<file path="config.mk">
export PLATFORM = sky130hd
export DESIGN_NAME = macirq_status
export DESIGN_NICKNAME = d
export VERILOG_FILES = /design/src/rtl/macirq_pkg.sv /design/src/rtl/ts_cmp.sv /design/src/rtl/ts_trigger.sv /design/src/rtl/pmt_flag.sv /design/src/rtl/mmc_summary.sv /design/src/rtl/macirq_status.sv
export SDC_FILE = /design/constraint.sdc
export NUM_CORES = 1
export LEC_CHECK = 0
export CORE_UTILIZATION = 33
export CTS_CLUSTER_SIZE = 8
export DETAILED_ROUTE_END_ITERATION = 8
export PLACE_DENSITY = 0.82
export SKIP_LAST_GASP = 1
export SYNTH_ARGS = -nofsm -noshare
export SYNTH_HDL_FRONTEND = slang
export SYNTH_SLANG_ARGS = --single-unit
</file>
<file path="constraint.sdc">
create_clock -name clk -period 2.35 [get_ports clk]
set_input_delay 0.47 -clock clk [delete_from_list [all_inputs] [get_ports clk]]
set_output_delay 0.47 -clock clk [all_outputs]
set_load 0.03 [all_outputs]
</file>
<file path="src/rtl/macirq_pkg.sv">
package macirq_pkg;

    // Trigger flag machine
    typedef enum logic [1:0] {
        TS_ARMED      = 2'd0,
        TS_PEND       = 2'd1,
        TS_PEND_REARM = 2'd2,
        TS_SPENT      = 2'd3
    } ts_state_t;

    // Wake flag machine
    typedef enum logic {
        PM_QUIET = 1'b0,
        PM_WOKEN = 1'b1
    } pm_state_t;

    // Bit positions in the status word (decoded by software)
    localparam int BIT_TS  = 9;
    localparam int BIT_MTX = 6;
    localparam int BIT_MRX = 5;
    localparam int BIT_MMC = 4;
    localparam int BIT_PMT = 3;

    localparam int STAT_W = 16;

endpackage

</file>
<file path="src/rtl/ts_cmp.sv">
module ts_cmp #(
    parameter int TIME_W = 64,
    localparam int HALF_W = TIME_W / 2
) (
    input  logic [TIME_W-1:0] sys_time,
    input  logic [HALF_W-1:0] tgt_hi,
    input  logic [HALF_W-1:0] tgt_lo,
    output logic              reached
);

    logic [HALF_W-1:0] now_hi;
    logic [HALF_W-1:0] now_lo;
    logic              hi_above;
    logic              hi_same;
    logic              lo_at_least;

    assign now_hi = sys_time[TIME_W-1:HALF_W];
    assign now_lo = sys_time[HALF_W-1:0];

    // Word-split compare: the upper word decides, the lower word breaks a tie
    always_comb begin
        hi_above    = now_hi > tgt_hi;
        hi_same     = now_hi == tgt_hi;
        lo_at_least = now_lo >= tgt_lo;
        reached     = hi_above | (hi_same & lo_at_least);
    end

endmodule

</file>
<file path="src/rtl/ts_trigger.sv">
module ts_trigger
    import macirq_pkg::*;
#(
    parameter int TIME_W = 64,
    localparam int HALF_W = TIME_W / 2
) (
    input  logic              clk,
    input  logic              rst_n,
    input  logic [TIME_W-1:0] sys_time,
    input  logic [HALF_W-1:0] tgt_hi,
    input  logic [HALF_W-1:0] tgt_lo,
    input  logic              tgt_wr,
    input  logic              rd_clr,
    output logic              flag
);

    ts_state_t state;
    ts_state_t state_nx;
    logic      reached;

    ts_cmp #(.TIME_W(TIME_W)) u_cmp (
        .sys_time (sys_time),
        .tgt_hi   (tgt_hi),
        .tgt_lo   (tgt_lo),
        .reached  (reached)
    );

    always_ff @(posedge clk) begin
        if (!rst_n) state <= TS_ARMED;
        else        state <= state_nx;
    end

    always_comb begin
        state_nx = state;
        unique case (state)
            // A match always wins over a read in the same cycle
            TS_ARMED: begin
                if (reached) state_nx = TS_PEND;
            end
            TS_PEND: begin
                if (rd_clr && tgt_wr) state_nx = TS_ARMED;
                else if (rd_clr)      state_nx = TS_SPENT;
                else if (tgt_wr)      state_nx = TS_PEND_REARM;
            end
            TS_PEND_REARM: begin
                if (rd_clr) state_nx = TS_ARMED;
            end
            TS_SPENT: begin
                if (tgt_wr) state_nx = TS_ARMED;
            end
        endcase
    end

    always_comb begin
        unique case (state)
            TS_PEND, TS_PEND_REARM: flag = 1'b1;
            TS_ARMED, TS_SPENT:     flag = 1'b0;
        endcase
    end

    p_set_on_match_r2: assert property (@(posedge clk) disable iff (!rst_n)
        (state == TS_ARMED && reached) |=> flag);

    p_clear_on_read_r3: assert property (@(posedge clk) disable iff (!rst_n)
        (state == TS_PEND && rd_clr) |=> !flag);

    p_no_refire_r5: assert property (@(posedge clk) disable iff (!rst_n)
        (state == TS_SPENT && !tgt_wr) |=> !flag);

    p_rearm_kept_r5: assert property (@(posedge clk) disable iff (!rst_n)
        (state == TS_PEND && tgt_wr && !rd_clr) |=> (flag && state == TS_PEND_REARM));

endmodule

</file>
<file path="src/rtl/pmt_flag.sv">
module pmt_flag
    import macirq_pkg::*;
(
    input  logic clk,
    input  logic rst_n,
    input  logic pwr_down,
    input  logic magic_rx,
    input  logic wkfrm_rx,
    input  logic pm_rd,
    output logic flag
);

    pm_state_t state;
    pm_state_t state_nx;
    logic      wake;

    assign wake = pwr_down & (magic_rx | wkfrm_rx);

    always_ff @(posedge clk) begin
        if (!rst_n) state <= PM_QUIET;
        else        state <= state_nx;
    end

    always_comb begin
        state_nx = state;
        unique case (state)
            PM_QUIET: if (wake)            state_nx = PM_WOKEN;
            PM_WOKEN: if (pm_rd && !wake)  state_nx = PM_QUIET;
        endcase
    end

    always_comb begin
        unique case (state)
            PM_WOKEN: flag = 1'b1;
            PM_QUIET: flag = 1'b0;
        endcase
    end

    p_awake_ignored_r7: assert property (@(posedge clk) disable iff (!rst_n)
        (state == PM_QUIET && !pwr_down) |=> !flag);

    p_hold_until_pmread_r8: assert property (@(posedge clk) disable iff (!rst_n)
        (flag && !pm_rd) |=> flag);

endmodule

</file>
<file path="src/rtl/mmc_summary.sv">
module mmc_summary #(
    parameter int TX_W = 8,
    parameter int RX_W = 8
) (
    input  logic [TX_W-1:0] tx_cnt_irq,
    input  logic [RX_W-1:0] rx_cnt_irq,
    output logic            tx_any,
    output logic            rx_any,
    output logic            both_any
);

    always_comb begin
        tx_any   = |tx_cnt_irq;
        rx_any   = |rx_cnt_irq;
        both_any = tx_any | rx_any;
    end

endmodule

</file>
<file path="src/rtl/macirq_status.sv">
module macirq_status
    import macirq_pkg::*;
#(
    parameter int ADDR_W  = 8,
    parameter int REG_OFS = 'h38,
    parameter int DATA_W  = STAT_W,
    parameter int TIME_W  = 64,
    parameter int TX_W    = 8,
    parameter int RX_W    = 8,
    localparam int HALF_W = TIME_W / 2
) (
    input  logic              clk,
    input  logic              rst_n,
    input  logic              rd_en,
    input  logic [ADDR_W-1:0] rd_addr,
    output logic [DATA_W-1:0] rd_data,
    input  logic [TIME_W-1:0] sys_time,
    input  logic [HALF_W-1:0] tgt_hi,
    input  logic [HALF_W-1:0] tgt_lo,
    input  logic              tgt_wr,
    input  logic [TX_W-1:0]   tx_cnt_irq,
    input  logic [RX_W-1:0]   rx_cnt_irq,
    input  logic              pwr_down,
    input  logic              magic_rx,
    input  logic              wkfrm_rx,
    input  logic              pm_rd,
    input  logic              ts_mask,
    input  logic              mmc_mask,
    input  logic              pmt_mask,
    output logic              irq_out
);

    localparam logic [ADDR_W-1:0] OFS = ADDR_W'(REG_OFS);
    localparam logic [DATA_W-1:0] LIVE_BITS =
        DATA_W'((1 << BIT_TS) | (1 << BIT_MTX) | (1 << BIT_MRX) |
                (1 << BIT_MMC) | (1 << BIT_PMT));

    logic              hit;
    logic              ts_flag;
    logic              pmt_on;
    logic              mtx_on;
    logic              mrx_on;
    logic              mmc_on;
    logic [DATA_W-1:0] word;

    assign hit = rd_en && (rd_addr == OFS);

    ts_trigger #(.TIME_W(TIME_W)) u_ts (
        .clk      (clk),
        .rst_n    (rst_n),
        .sys_time (sys_time),
        .tgt_hi   (tgt_hi),
        .tgt_lo   (tgt_lo),
        .tgt_wr   (tgt_wr),
        .rd_clr   (hit),
        .flag     (ts_flag)
    );

    pmt_flag u_pmt (
        .clk      (clk),
        .rst_n    (rst_n),
        .pwr_down (pwr_down),
        .magic_rx (magic_rx),
        .wkfrm_rx (wkfrm_rx),
        .pm_rd    (pm_rd),
        .flag     (pmt_on)
    );

    mmc_summary #(.TX_W(TX_W), .RX_W(RX_W)) u_mmc (
        .tx_cnt_irq (tx_cnt_irq),
        .rx_cnt_irq (rx_cnt_irq),
        .tx_any     (mtx_on),
        .rx_any     (mrx_on),
        .both_any   (mmc_on)
    );

    // Assemble the status word; unlisted bits stay zero
    always_comb begin
        word          = '0;
        word[BIT_TS]  = ts_flag;
        word[BIT_MTX] = mtx_on;
        word[BIT_MRX] = mrx_on;
        word[BIT_MMC] = mmc_on;
        word[BIT_PMT] = pmt_on;
    end

    always_ff @(posedge clk) begin
        if (!rst_n)   rd_data <= '0;
        else if (hit) rd_data <= word;
        else          rd_data <= '0;
    end

    always_comb begin
        irq_out = (ts_flag & ~ts_mask) | (mmc_on & ~mmc_mask) | (pmt_on & ~pmt_mask);
    end

    p_reserved_zero_r9: assert property (@(posedge clk) disable iff (!rst_n)
        (rd_data & ~LIVE_BITS) == '0);

    p_summary_bit_r6: assert property (@(posedge clk) disable iff (!rst_n)
        rd_data[BIT_MMC] == (rd_data[BIT_MTX] | rd_data[BIT_MRX]));

    p_quiet_irq_r10: assert property (@(posedge clk) disable iff (!rst_n)
        (!ts_flag && !mmc_on && !pmt_on) |-> !irq_out);

    p_miss_reads_zero_r11: assert property (@(posedge clk) disable iff (!rst_n)
        (rd_en && rd_addr != OFS) |=> rd_data == '0);

endmodule

</file>
== Yosys cells after proc, flatten, opt, wreduce, memory -nomap -nowiden ==
Cells that the tools add are included.

* Magnitude comparators: 2
* Equal/unequal tests: 9
* Mux-type cells: 12
* Bitwise gates (word level): 14
* Reductions and logical operators: 11

{| class="wikitable"
|+ Operators by type and width
! operator !! count
|-
| $eq A32 B32 Y1 || 1
|-
| $ge A32 B32 Y1 || 1
|-
| $gt A32 B32 Y1 || 1
|-
| $reduce_or A8 Y1 || 2
|-
| $mux W2 || 6
|-
| $eq A8 B6 Y1 const B || 1
|-
| $pmux W2 S4 || 1
|-
| $pmux W1 S2 || 3
|-
| $and A1 B1 Y1 || 5
|-
| $or A1 B1 Y1 || 5
|-
| $eq A2 B2 Y1 const B || 2
|-
| $ne A2 B1 Y1 const B || 2
|-
| $ne A4 B2 Y1 const B || 1
|-
| $not A1 Y1 || 4
|-
| $reduce_and A4 Y1 || 1
|-
| $reduce_or A2 Y1 || 2
|-
| $logic_and A1 B1 Y1 || 3
|-
| $eq A2 B1 Y1 const B || 1
|-
| $logic_not A2 Y1 || 1
|-
| $mux W1 || 2
|-
| $ne A2 B2 Y1 const B || 1
|-
| $reduce_and A2 Y1 || 1
|-
| $logic_not A1 Y1 || 1
|}

* Bits in registers: 19
* Output and inout bits: 17
* Logic and storage cells: 52

== Logic depth before layout (Yosys ltp) ==
Gate-level depths: netlist of run 1.

* Depth in word-level cells: 6
* Gate-level depth with buffers: 9
* Mapped depth without buffers: 9

== Cells and area by module ==
A second synthesis of run 1 with hierarchy kept.

* Cells, all modules: 295
* Area, all modules: 2185.8 um2

{| class="wikitable"
|+ By module, submodules not included
! module !! times used !! cells an instance !! area each (um2)
|-
| ts_cmp || 1 || 227 || 1595.3
|-
| macirq_status || 1 || 35 || 336.6
|-
| ts_trigger || 1 || 22 || 176.4
|-
| mmc_summary || 1 || 7 || 38.8
|-
| pmt_flag || 1 || 4 || 38.8
|}

== Worst setup path after synthesis of run 1 ==
No wires, ideal clock.

* Path kind: in2reg
* Start: input tgt_hi[25]
* End: register u_ts.state[0]
* Library setup time: 0.132 ns
* Arrival: 2.062 ns
* Data required time: 2.218 ns
* Path slack: 0.155 ns
* Cell stages on the path: 9
* Path buffers: 0
* Cells stage by stage: inv_1 > ha_1 > nand4_2 > nor4_2 > inv_1 > o32a_2 > a31oi_2 > o41ai_2 > mux2i_1

* Longest elaborated chain between the ends: 5

{| class="wikitable"
|+ RTL lines
! element !! RTL line !! text
|-
| start: declaration || macirq_status.sv:18 || <nowiki>input logic [HALF_W-1:0] tgt_hi,</nowiki>
|-
| parallel branches: the longest is 2 deep, another holds $gt A32 B32 Y1 || -- ||
|-
| $or A1 B1 Y1 (*) || ts_cmp.sv:25 || <nowiki>reached = hi_above | (hi_same & lo_at_least);</nowiki>
|-
| $ne A2 B1 Y1 (no source line) (*) || -- ||
|-
| $reduce_and A4 Y1 (no source line) (*) || -- ||
|-
| end signal: assignment || ts_trigger.sv:30 || <nowiki>else state <= state_nx;</nowiki>
|-
| end: declaration || ts_trigger.sv:17 || <nowiki>ts_state_t state;</nowiki>
|}

Every way passes the cells marked *.
A chain may end at the register's enable or synchronous reset.

== Final worst setup path of run 1 ==
* Start: input tgt_lo[21]
* End: register u_ts.state[1]

* Longest elaborated chain between the ends: 5

{| class="wikitable"
|+ RTL lines
! element !! RTL line !! text
|-
| start: declaration || macirq_status.sv:19 || <nowiki>input logic [HALF_W-1:0] tgt_lo,</nowiki>
|-
| $ge A32 B32 Y1 || ts_cmp.sv:24 || <nowiki>lo_at_least = now_lo >= tgt_lo;</nowiki>
|-
| $and A1 B1 Y1 || ts_cmp.sv:25 ||
|-
| $or A1 B1 Y1 || ts_cmp.sv:25 ||
|-
| $ne A2 B1 Y1 (no source line) || -- ||
|-
| $reduce_and A4 Y1 (no source line) || -- ||
|}

Every way passes these cells.

==> impl_metrics.env, run 1 <==
export IMPL_startpoint_type="primary input"
export IMPL_finalNetCount=714
export IMPL_start_util=0.341
export IMPL_grt_max_degree=10
export IMPL_cts_tree="built"
export IMPL_cpMostUsedCell="a21o_1"
export IMPL_clock_latency_ns=0.22
export IMPL_worstPathRequired_ns=2.50
export IMPL_rsz0062_at_grt="true"
export IMPL_ir_drop_mv=0.161
export IMPL_critPathMaxFanout=2
export IMPL_io_buffers=168
export IMPL_worstHoldEndpoint="rd_data[3]"
export IMPL_synth_warnings=0
export IMPL_drive_gt1_frac=0.287
export IMPL_hold_viol=0
export IMPL_max_cap_violations=0
export IMPL_period_share=0.971
export IMPL_cts_sinks=8
export IMPL_synth_distinct_cells=41
export IMPL_grt_antenna_before_repair=0
export IMPL_drv_slew=0
export IMPL_place_hpwl_mm=6.18
export IMPL_overflow=0
export IMPL_drtPass1Iterations=6
export IMPL_power_leakage_nw=2.19
export IMPL_fmax_ghz=0.438
export IMPL_syn_inst=284
export IMPL_first_global_vias=2918
export IMPL_post_drt_wl_per_cell_um=13.7
export IMPL_grt_pass1_wl_mm=12.2
export IMPL_die_area_mm2=0.00686
export IMPL_die_width_um=82.8
export IMPL_crit_path_cell_trace="clkdlybuf4s50_1, inv_2, ha_4, a21o_1, a21o_1, a211oi_2, nor3_2, o41ai_4, mux2i_1"
export IMPL_ant_nets=0
export IMPL_syn_avg_cell_area_um2=7.59
export IMPL_cts_root_buf="clkbuf_8"
export IMPL_vias=2740
export IMPL_holdPathStages=1
export IMPL_drt_total_wl_mm=7.67
export IMPL_hold_class="reg2reg"
export IMPL_finalInstanceArea_mm2=0.00458
export IMPL_n_fill_cell=462
export IMPL_worst_setup_path_type="in2reg"
export IMPL_rrSetupSlack_ns=0.81
export IMPL_numCtsBuffers=3
export IMPL_powerDensity_mw_per_mm2=263
export IMPL_drt_iter0_markers=36
export IMPL_final_core_util=0.726
export IMPL_drcViolationCount=0
export IMPL_cp_data_arrival_time_ns=2.43
export IMPL_hold_start="u_pmt.state"
export IMPL_setup_viol=0
export IMPL_synth_seq_area_share=0.0743
export IMPL_synth_seq_cells=8
export IMPL_cts_buffer_depth=2
export IMPL_r2r_end="u_ts.state[1]"
export IMPL_place_congestion=0.795
export IMPL_fin_skew_ns=0.000331
export IMPL_core_area_mm2=0.00631
export IMPL_n_antenna_cell=0
export IMPL_area_growth_pct=113
export IMPL_cp_end_kind="flop"
export IMPL_clk_pin_slew_ns=0.04
export IMPL_synthesis_area_mm2=0.00216
export IMPL_rows=29
export IMPL_fin_crit_ns=2.28
export IMPL_worst_path_buf_inv=2
export IMPL_cts_max_level=1
export IMPL_chipHeight_um=82.8
export IMPL_status="complete, no violations"
export IMPL_r2r_start="u_ts.state[1]"
export IMPL_slowest_delay_ns=0.48
export IMPL_cpLargestDelayFamily="compound AO/OA/AOI/OAI gates"
export IMPL_place_area_mm2=0.00403
export IMPL_reg2reg_depth=8
export IMPL_ioPinCount=180
export IMPL_grt_total_usage=0.211
export IMPL_via_per_inst=4.91
export IMPL_crit_slowest_cell="clkdlybuf4s50_1"
-- cells by family (layout without fill, tap and decap cells) --
family / count (synthesis) / after routing / synth area share
AO/OA/AOI/OAI: 54 / 54 / 0.164
AND/OR/NAND/NOR: 69 / 69 / 0.194
multiplexers: 2 / 2 / 0.00929
buffers and inverters: 82 / 269 / 0.162
adder cells (fa/ha/maj): 68 / 68 / 0.395
flip-flops: 8 / 8 / 0.0743
other: 1 / 11 / 0.00174
-- synth_stat cells, drive strengths merged --
cell type	n	area share
mux2i	2	0.0093
o21ba	1	0.0046
nand3b	1	0.0035
a21oi	20	0.046
nand2	16	0.028
a21boi	2	0.0070
and2	1	0.0029
or2	1	0.0029
o31ai	1	0.0035
a221oi	2	0.0081
nand3	7	0.016
conb	1	0.0017
nand2b	2	0.0058
nand4b	2	0.0081
a31oi	2	0.0087
and3	5	0.017
o41ai	1	0.0075
dfxtp	8	0.074
o211ai	1	0.0035
and4	2	0.0081
o21ai	9	0.021
nor2b	2	0.0058
nand4	13	0.041
nor4	5	0.017
nor3	4	0.015
o22ai	1	0.0029
o32a	1	0.0052
or4	2	0.0087
buf	11	0.038
a211oi	3	0.010
nor2	4	0.0070
o221ai	1	0.0041
inv	71	0.12
ha	68	0.39
a21o	9	0.031
nor3b	2	0.0070
-- power breakdown --
part	internal [mW]	switching [mW]
combinational	0.509	0.367
clock	0.111	0.0495
sequential	0.152	0.0165
-- worst reg2reg max path, stage by stage, from the launching register on --
cell,delay [ns]
dfxtp_1,0.38
inv_1,0.09
ha_1,0.21
inv_1,0.08
o21ba_1,0.13
o22ai_1,0.10
a31oi_4,0.18
o41ai_4,0.12
mux2i_1,0.13
-- cell usage in the layout (no fill, tap or decap), types with 4 or more instances in the layout --
cell type / count
clkdlybuf4s50_1: 103
inv_1: 47
ha_1: 36
dlygate4sd2_1: 33
ha_4: 30
buf_4: 27
inv_2: 24
nand2_1: 16
a21oi_1: 14
buf_2: 13
nand4_1: 12
conb_1: 11
a21o_1: 9
o21ai_0: 8
clkdlybuf4s15_1: 8
dfxtp_1: 8
dlymetal6s2s_1: 7
a21oi_2: 6
and3_2: 4
nand3_1: 4
clkdlybuf4s15_2: 4
-- final cells by class --
class	instances	area (µm²)	share of cell area
clock buffer	3	41.3	0.00901
inverter	71	267	0.0581
multi-input combinational	204	2220	0.484
sequential	8	160	0.0349
tap	77	96.3	0.0210
timing repair buffer	195	1800	0.393
-- worst max-delay path by stage --
| stage | endpoint | startpoint | depth (start not counted) |
|---|---|---|---|
| floorplan | u_ts.state[0] | tgt_hi[25] | 9 |
| global route | u_ts.state[0] | tgt_lo[8] | 10 |
| detailed placement | u_ts.state[1] | tgt_hi[25] | 10 |
| finish | u_ts.state[1] | tgt_lo[21] | 9 |
| global placement | u_ts.state[1] | tgt_hi[23] | 10 |
| CTS | u_ts.state[1] | sys_time[60] | 9 |
-- state kept, by name, summed over array words and instances, names as in the netlist --
register	count
rd_data	5
u_ts.state	2
u_pmt.state	1
-- per-layer routing --
metal | vias to the layer above | global-route usage | part of all wire
met5 | - | 0 | 0
met4 | 0 | 0.0674 | 0.018
met3 | 16 | 0.0318 | 0.055
met2 | 117 | 0.445 | 0.56
met1 | 1240 | 0.204 | 0.37
li1 | 1367 | - | -
-- per-stage QoR --
step                      hold slack (ns)  instances  worst slack, ns  TNS (ns)  power (mW)
after floorplan                     0.471        294            0.155         0       0.537
after global placement              0.488        547           -0.445     -1.12       0.899
after detailed placement            0.503        547           -0.534     -1.32       0.929
after CTS                           0.507        556         -0.00310  -0.00310        1.18
after global routing                0.525        558          -0.0232   -0.0285        1.31
final                               0.507        558           0.0682         0        1.20
-- timing repair --
item | CTS | global route
hold buffers | 0 | 0
pin swaps | 33 | 32
setup buffers | 6 | 2
gates cloned | 0 | 0
resized for setup | 166 | 36
setup endpoints to repair | 3 | 3
No activity file was read; power rests on OpenSTA's default activity.
==> run 2: changes to the inputs <==
Settings changed: CAP_MARGIN from default to 10, CORE_MARGIN from default to 5.
==> impl_metrics.env, run 2 (synthesis gave the netlist of run 1 again) <==
export IMPL_cts_sinks=8
export IMPL_start_util=0.340
export IMPL_reg2reg_depth=8
export IMPL_max_cap_violations=0
export IMPL_io_buffers=168
export IMPL_via_per_inst=4.89
export IMPL_powerDensity_mw_per_mm2=271
export IMPL_die_area_mm2=0.00825
export IMPL_fin_skew_ns=0.0000760
export IMPL_hold_viol=0
export IMPL_ant_nets=0
export IMPL_power_total_mw=1.22
export IMPL_startpoint_type="primary input"
export IMPL_clk_pin_slew_ns=0.04
export IMPL_worstPathRequired_ns=2.51
export IMPL_fmax_ghz=0.430
export IMPL_hold_ws_ns=0.509
export IMPL_crit_cells=9
export IMPL_chipHeight_um=90.8
export IMPL_grt_total_usage=0.190
export IMPL_cts_max_level=1
export IMPL_rrSetupSlack_ns=0.84
export IMPL_crit_slowest_cell="nor4_4"
export IMPL_largest_reg_flops=5
export IMPL_grt_antenna_before_repair=0
export IMPL_status="complete, no violations"
export IMPL_drtPass1Iterations=4
export IMPL_final_common_cell="clkdlybuf4s50_1"
export IMPL_setup_viol=0
export IMPL_drv_slew=0
export IMPL_core_area_mm2=0.00635
export IMPL_place_congestion=0.848
export IMPL_rows=29
export IMPL_post_drt_wl_per_cell_um=15.4
export IMPL_fin_crit_ns=2.33
export IMPL_first_global_vias=2925
export IMPL_multi_input_area_mm2=0.00218
export IMPL_worst_path_buf_inv=2
export IMPL_top_regs="rd_data: 5 flops, u_ts.state: 2 flops, u_pmt.state: 1 flops"
export IMPL_vias=2759
export IMPL_holdPathStages=1
export IMPL_cp_data_arrival_time_ns=2.48
export IMPL_area_growth_pct=110
export IMPL_dp_slack_ns=-0.528
export IMPL_timing_final_ws_setup_ns=0.0247
export IMPL_cts_root_buf="clkbuf_8"
export IMPL_crit_path_cell_trace="buf_2, ha_4, nand4_1, nor4_4, buf_4, and3_4, nand4b_1, o41ai_4, mux2i_1"
export IMPL_ioPinCount=180
export IMPL_grt_max_degree=10
export IMPL_seqCellArea_um2=160
export IMPL_slowest_delay_ns=0.37
export IMPL_n_antenna_cell=0
export IMPL_clock_latency_ns=0.23
export IMPL_place_hpwl_mm=6.87
export IMPL_drt_iter0_markers=55
export IMPL_cts_buffer_depth=2
export IMPL_power_leakage_nw=2.20
export IMPL_worst_setup_path_type="in2reg"
export IMPL_fin_cells=564
export IMPL_critPathMaxFanout=2
export IMPL_numCtsBuffers=3
export IMPL_hold_class="reg2reg"
export IMPL_overflow=0
export IMPL_grt_pass1_wl_mm=13.2
export IMPL_drcViolationCount=0
export IMPL_drt_total_wl_mm=8.68
export IMPL_cp_end_kind="flop"
export IMPL_layout_common_cells="110 x clkdlybuf4s50_1, 45 x inv_1, 40 x ha_1, 34 x buf_4, 28 x ha_4"
export IMPL_drive_gt1_frac=0.310
export IMPL_top_register="rd_data"
export IMPL_n_fill_cell=500
export IMPL_dpl_cell_count=549
export IMPL_finalNetCount=720
export IMPL_ir_drop_mv=0.175
export IMPL_period_share=0.989
export IMPL_cts_tree="built"
export IMPL_cpLargestDelayFamily="simple AND/OR/NAND/NOR gates"
export IMPL_die_width_um=90.8
[run 2: metal layers]
metal	routed length (µm)	GRT usage	share of wire
met5	0	0	0
met4	140	0.0452	0.016
met3	623	0.0425	0.072
met2	4620	0.369	0.53
met1	3290	0.204	0.38
[run 2: final timing paths]
check,from,to
worst max register to register,u_ts.state[1],u_ts.state[1]
worst min-delay path,u_pmt.state,rd_data[3]
worst max-delay path,sys_time[63],u_ts.state[1]
worst min register to register,u_pmt.state,rd_data[3]
[run 2: through the flow]
stage               setup TNS [ns]  instance area [µm²]  utilization
CTS                              0                 4400        0.693
finish                           0                 4520        0.712
global route                -0.101                 4520        0.712
floorplan                        0                 2190            -
detailed placement           -1.05                 4040        0.637
global placement            -0.855                 4040        0.637
[run 2: worst reg2reg max path, cell delays in order (launching register included)]
cell and delay [ns]:
dfxtp_1 0.38, inv_1 0.08, ha_1 0.21, inv_1 0.08, o21ba_1 0.13, o22ai_2 0.09
a31oi_4 0.18, o41ai_4 0.11, mux2i_1 0.13
[run 2: area by class of cell]
| type | count | share of cell area |
|---|---|---|
| Clock buffer | 3 | 0.00914 |
| Multi-Input combinational cell | 204 | 0.481 |
| Inverter | 71 | 0.0590 |
| Tap cell | 77 | 0.0213 |
| Timing Repair Buffer | 201 | 0.394 |
| Sequential cell | 8 | 0.0354 |
[run 2: report_power, final]
part	switching, mW	leakage (nW)	internal [mW]	total, mW
Combinational	0.374	2.12	0.519	0.893
Clock	0.0509	0.0216	0.111	0.162
Sequential	0.0165	0.0650	0.152	0.169
Total	0.441	2.20	0.782	1.22
[run 2: timing repair]
| action | 4_1_cts | 5_1_grt |
|---|---|---|
| setup endpoints to repair | 2 | 2 |
| resized for setup | 141 | 69 |
| setup buffers | 5 | 7 |
| hold buffers | 0 | 0 |
| pin swaps | 37 | 37 |
==> run 3: changes to the inputs <==
Settings changed: ABC_CLOCK_PERIOD_IN_PS from default to 2350, SETUP_SLACK_MARGIN from default to 0.1, TNS_END_PERCENT from default to 50.
==> impl_metrics.env, run 3 (synthesis gave the netlist of run 1 again) <==
export IMPL_worst_path_buf_inv=3
export IMPL_top_regs="rd_data: 5 flops, u_ts.state: 2 flops, u_pmt.state: 1 flops"
export IMPL_drive_gt1_frac=0.324
export IMPL_cp_data_arrival_time_ns=2.43
export IMPL_setup_viol=0
export IMPL_cts_buffer_depth=2
export IMPL_max_cap_violations=0
export IMPL_chipHeight_um=90.8
export IMPL_cp_end_kind="flop"
export IMPL_crit_start="tgt_hi[16]"
export IMPL_fin_skew_ns=0.0000760
export IMPL_ant_nets=0
export IMPL_cts_sinks=8
export IMPL_grt_total_usage=0.198
export IMPL_pwr_share_clk=0.131
export IMPL_numCtsBuffers=3
export IMPL_grt_max_degree=10
export IMPL_area_growth_pct=113
export IMPL_grt_pass1_wl_mm=13.7
export IMPL_die_width_um=90.8
export IMPL_worstPathRequired_ns=2.51
export IMPL_startpoint_type="primary input"
export IMPL_power_total_mw=1.23
export IMPL_switching_power_uw=440
export IMPL_die_area_mm2=0.00825
export IMPL_cts_hold_buf=0
export IMPL_crit_slowest_cell="o41ai_4"
export IMPL_finalNetCount=718
export IMPL_crit_path_cell_trace="buf_6, inv_2, ha_4, nand4_1, nor4_4, buf_4, and3_4, nand4b_1, o41ai_4, mux2i_1"
export IMPL_vias=2770
export IMPL_clk_pin_slew_ns=0.04
export IMPL_final_common_cell="clkdlybuf4s50_1"
export IMPL_top_register="rd_data"
export IMPL_post_drt_wl_per_cell_um=15.5
export IMPL_hold_start="u_pmt.state"
export IMPL_worst_setup_path_type="in2reg"
export IMPL_place_hpwl_mm=6.87
export IMPL_met1_length_mm=3.14
export IMPL_p_comb_frac=0.732
export IMPL_rows=29
export IMPL_drt_iter0_markers=37
export IMPL_ioPinCount=180
export IMPL_p_int_uw=789
export IMPL_routed_wl_met3_um=667
export IMPL_multi_input_area_mm2=0.00222
export IMPL_place_area_mm2=0.00404
export IMPL_first_global_vias=3061
export IMPL_period_share=0.965
export IMPL_hold_viol=0
export IMPL_r2r_start="u_ts.state[1]"
export IMPL_dr_wl_met2_mm=4.66
export IMPL_n_fill_cell=488
export IMPL_powerDensity_mw_per_mm2=268
export IMPL_p_sw_frac=0.358
export IMPL_hold_class="reg2reg"
export IMPL_slowest_delay_ns=0.36
export IMPL_start_util=0.340
export IMPL_overflow=0
export IMPL_largest_reg_flops=5
export IMPL_cpLargestDelayFamily="simple AND/OR/NAND/NOR gates"
export IMPL_rsz0062_at_grt="true"
export IMPL_hold_ws_ns=0.509
export IMPL_top_layer="met4"
export IMPL_cts_tree="built"
export IMPL_drt_total_wl_mm=8.71
export IMPL_share_seq_of_total_power=0.138
export IMPL_io_buffers=168
export IMPL_clock_latency_ns=0.23
export IMPL_power_leakage_nw=2.17
export IMPL_fmax_ghz=0.441
export IMPL_fin_crit_ns=2.27
export IMPL_cts_root_buf="clkbuf_8"
export IMPL_finalInstanceArea_mm2=0.00459
export IMPL_place_congestion=0.848
export IMPL_cts_max_level=1
export IMPL_n_antenna_cell=0
export IMPL_drtPass1Iterations=4
export IMPL_core_area_mm2=0.00635
export IMPL_ir_drop_mv=0.175
export IMPL_drv_slew=0
export IMPL_critPathMaxFanout=2
export IMPL_layout_common_cells="100 x clkdlybuf4s50_1, 45 x inv_1, 35 x ha_1, 35 x dlygate4sd2_1"
export IMPL_via_per_inst=4.93
export IMPL_drcViolationCount=0
export IMPL_seqCellArea_um2=160
export IMPL_grt_antenna_before_repair=0
export IMPL_status="complete, no violations"
## run 3: worst paths after layout
path                   endpoint  slack [ns]  cells after the start
setup / recovery  u_ts.state[1]        0.08                     10
setup reg to reg  u_ts.state[1]        0.84                      8
hold reg to reg      rd_data[3]        0.51                      1
hold / removal       rd_data[3]        0.51                      1
## run 3: timing repair
| action | 4_1_cts | 5_1_grt |
|---|---|---|
| pin swaps | 55 | 10 |
| setup endpoints to repair | 2 | 3 |
| resized for setup | 221 | 34 |
| buffers inserted | 8 | 2 |
## run 3: layout make-up
cell class	count	area share
multi-input cells	204	0.483
repair buffers	199	0.394
inverters	71	0.0586
flip-flops and latches	8	0.0349
well taps	77	0.0210
clock buffers	3	0.00899
## run 3: metal layers
metal,vias to the layer above,track usage
met5,-,0
met3,22,0.0508
met2,121,0.390
li1,1373,-
met4,0,0.0685
met1,1254,0.197
## run 3: per-stage QoR
step	utilization	std cells	TNS (ns)	setup slack (ns)
2_1_floorplan	-	294	0	0.155
3_3_place_gp	0.637	549	-0.855	-0.427
3_5_place_dp	0.637	549	-1.05	-0.528
4_1_cts	0.708	560	0	0.0889
5_1_grt	0.723	562	-0.0321	-0.0186
6_report	0.723	562	0	0.0819
## run 3: power groups by stage
stage / combinational, mW / sequential [mW] / clock [mW]
floorplan: 0.371 / 0.166 / 0
global placement: 0.735 / 0.169 / 0
detailed placement: 0.761 / 0.170 / 0
CTS: 0.835 / 0.169 / 0.165
global route: 0.996 / 0.172 / 0.175
finish: 0.900 / 0.169 / 0.161
## run 3: worst reg2reg max path: cells and delay by family, from the launching register on
kind	cells	cell delay (ns)
multiplexers	1	0.13
adder cells (fa/ha/maj)	1	0.21
flip-flops	1	0.38
buffers and inverters	2	0.16
AO/OA/AOI/OAI	4	0.51
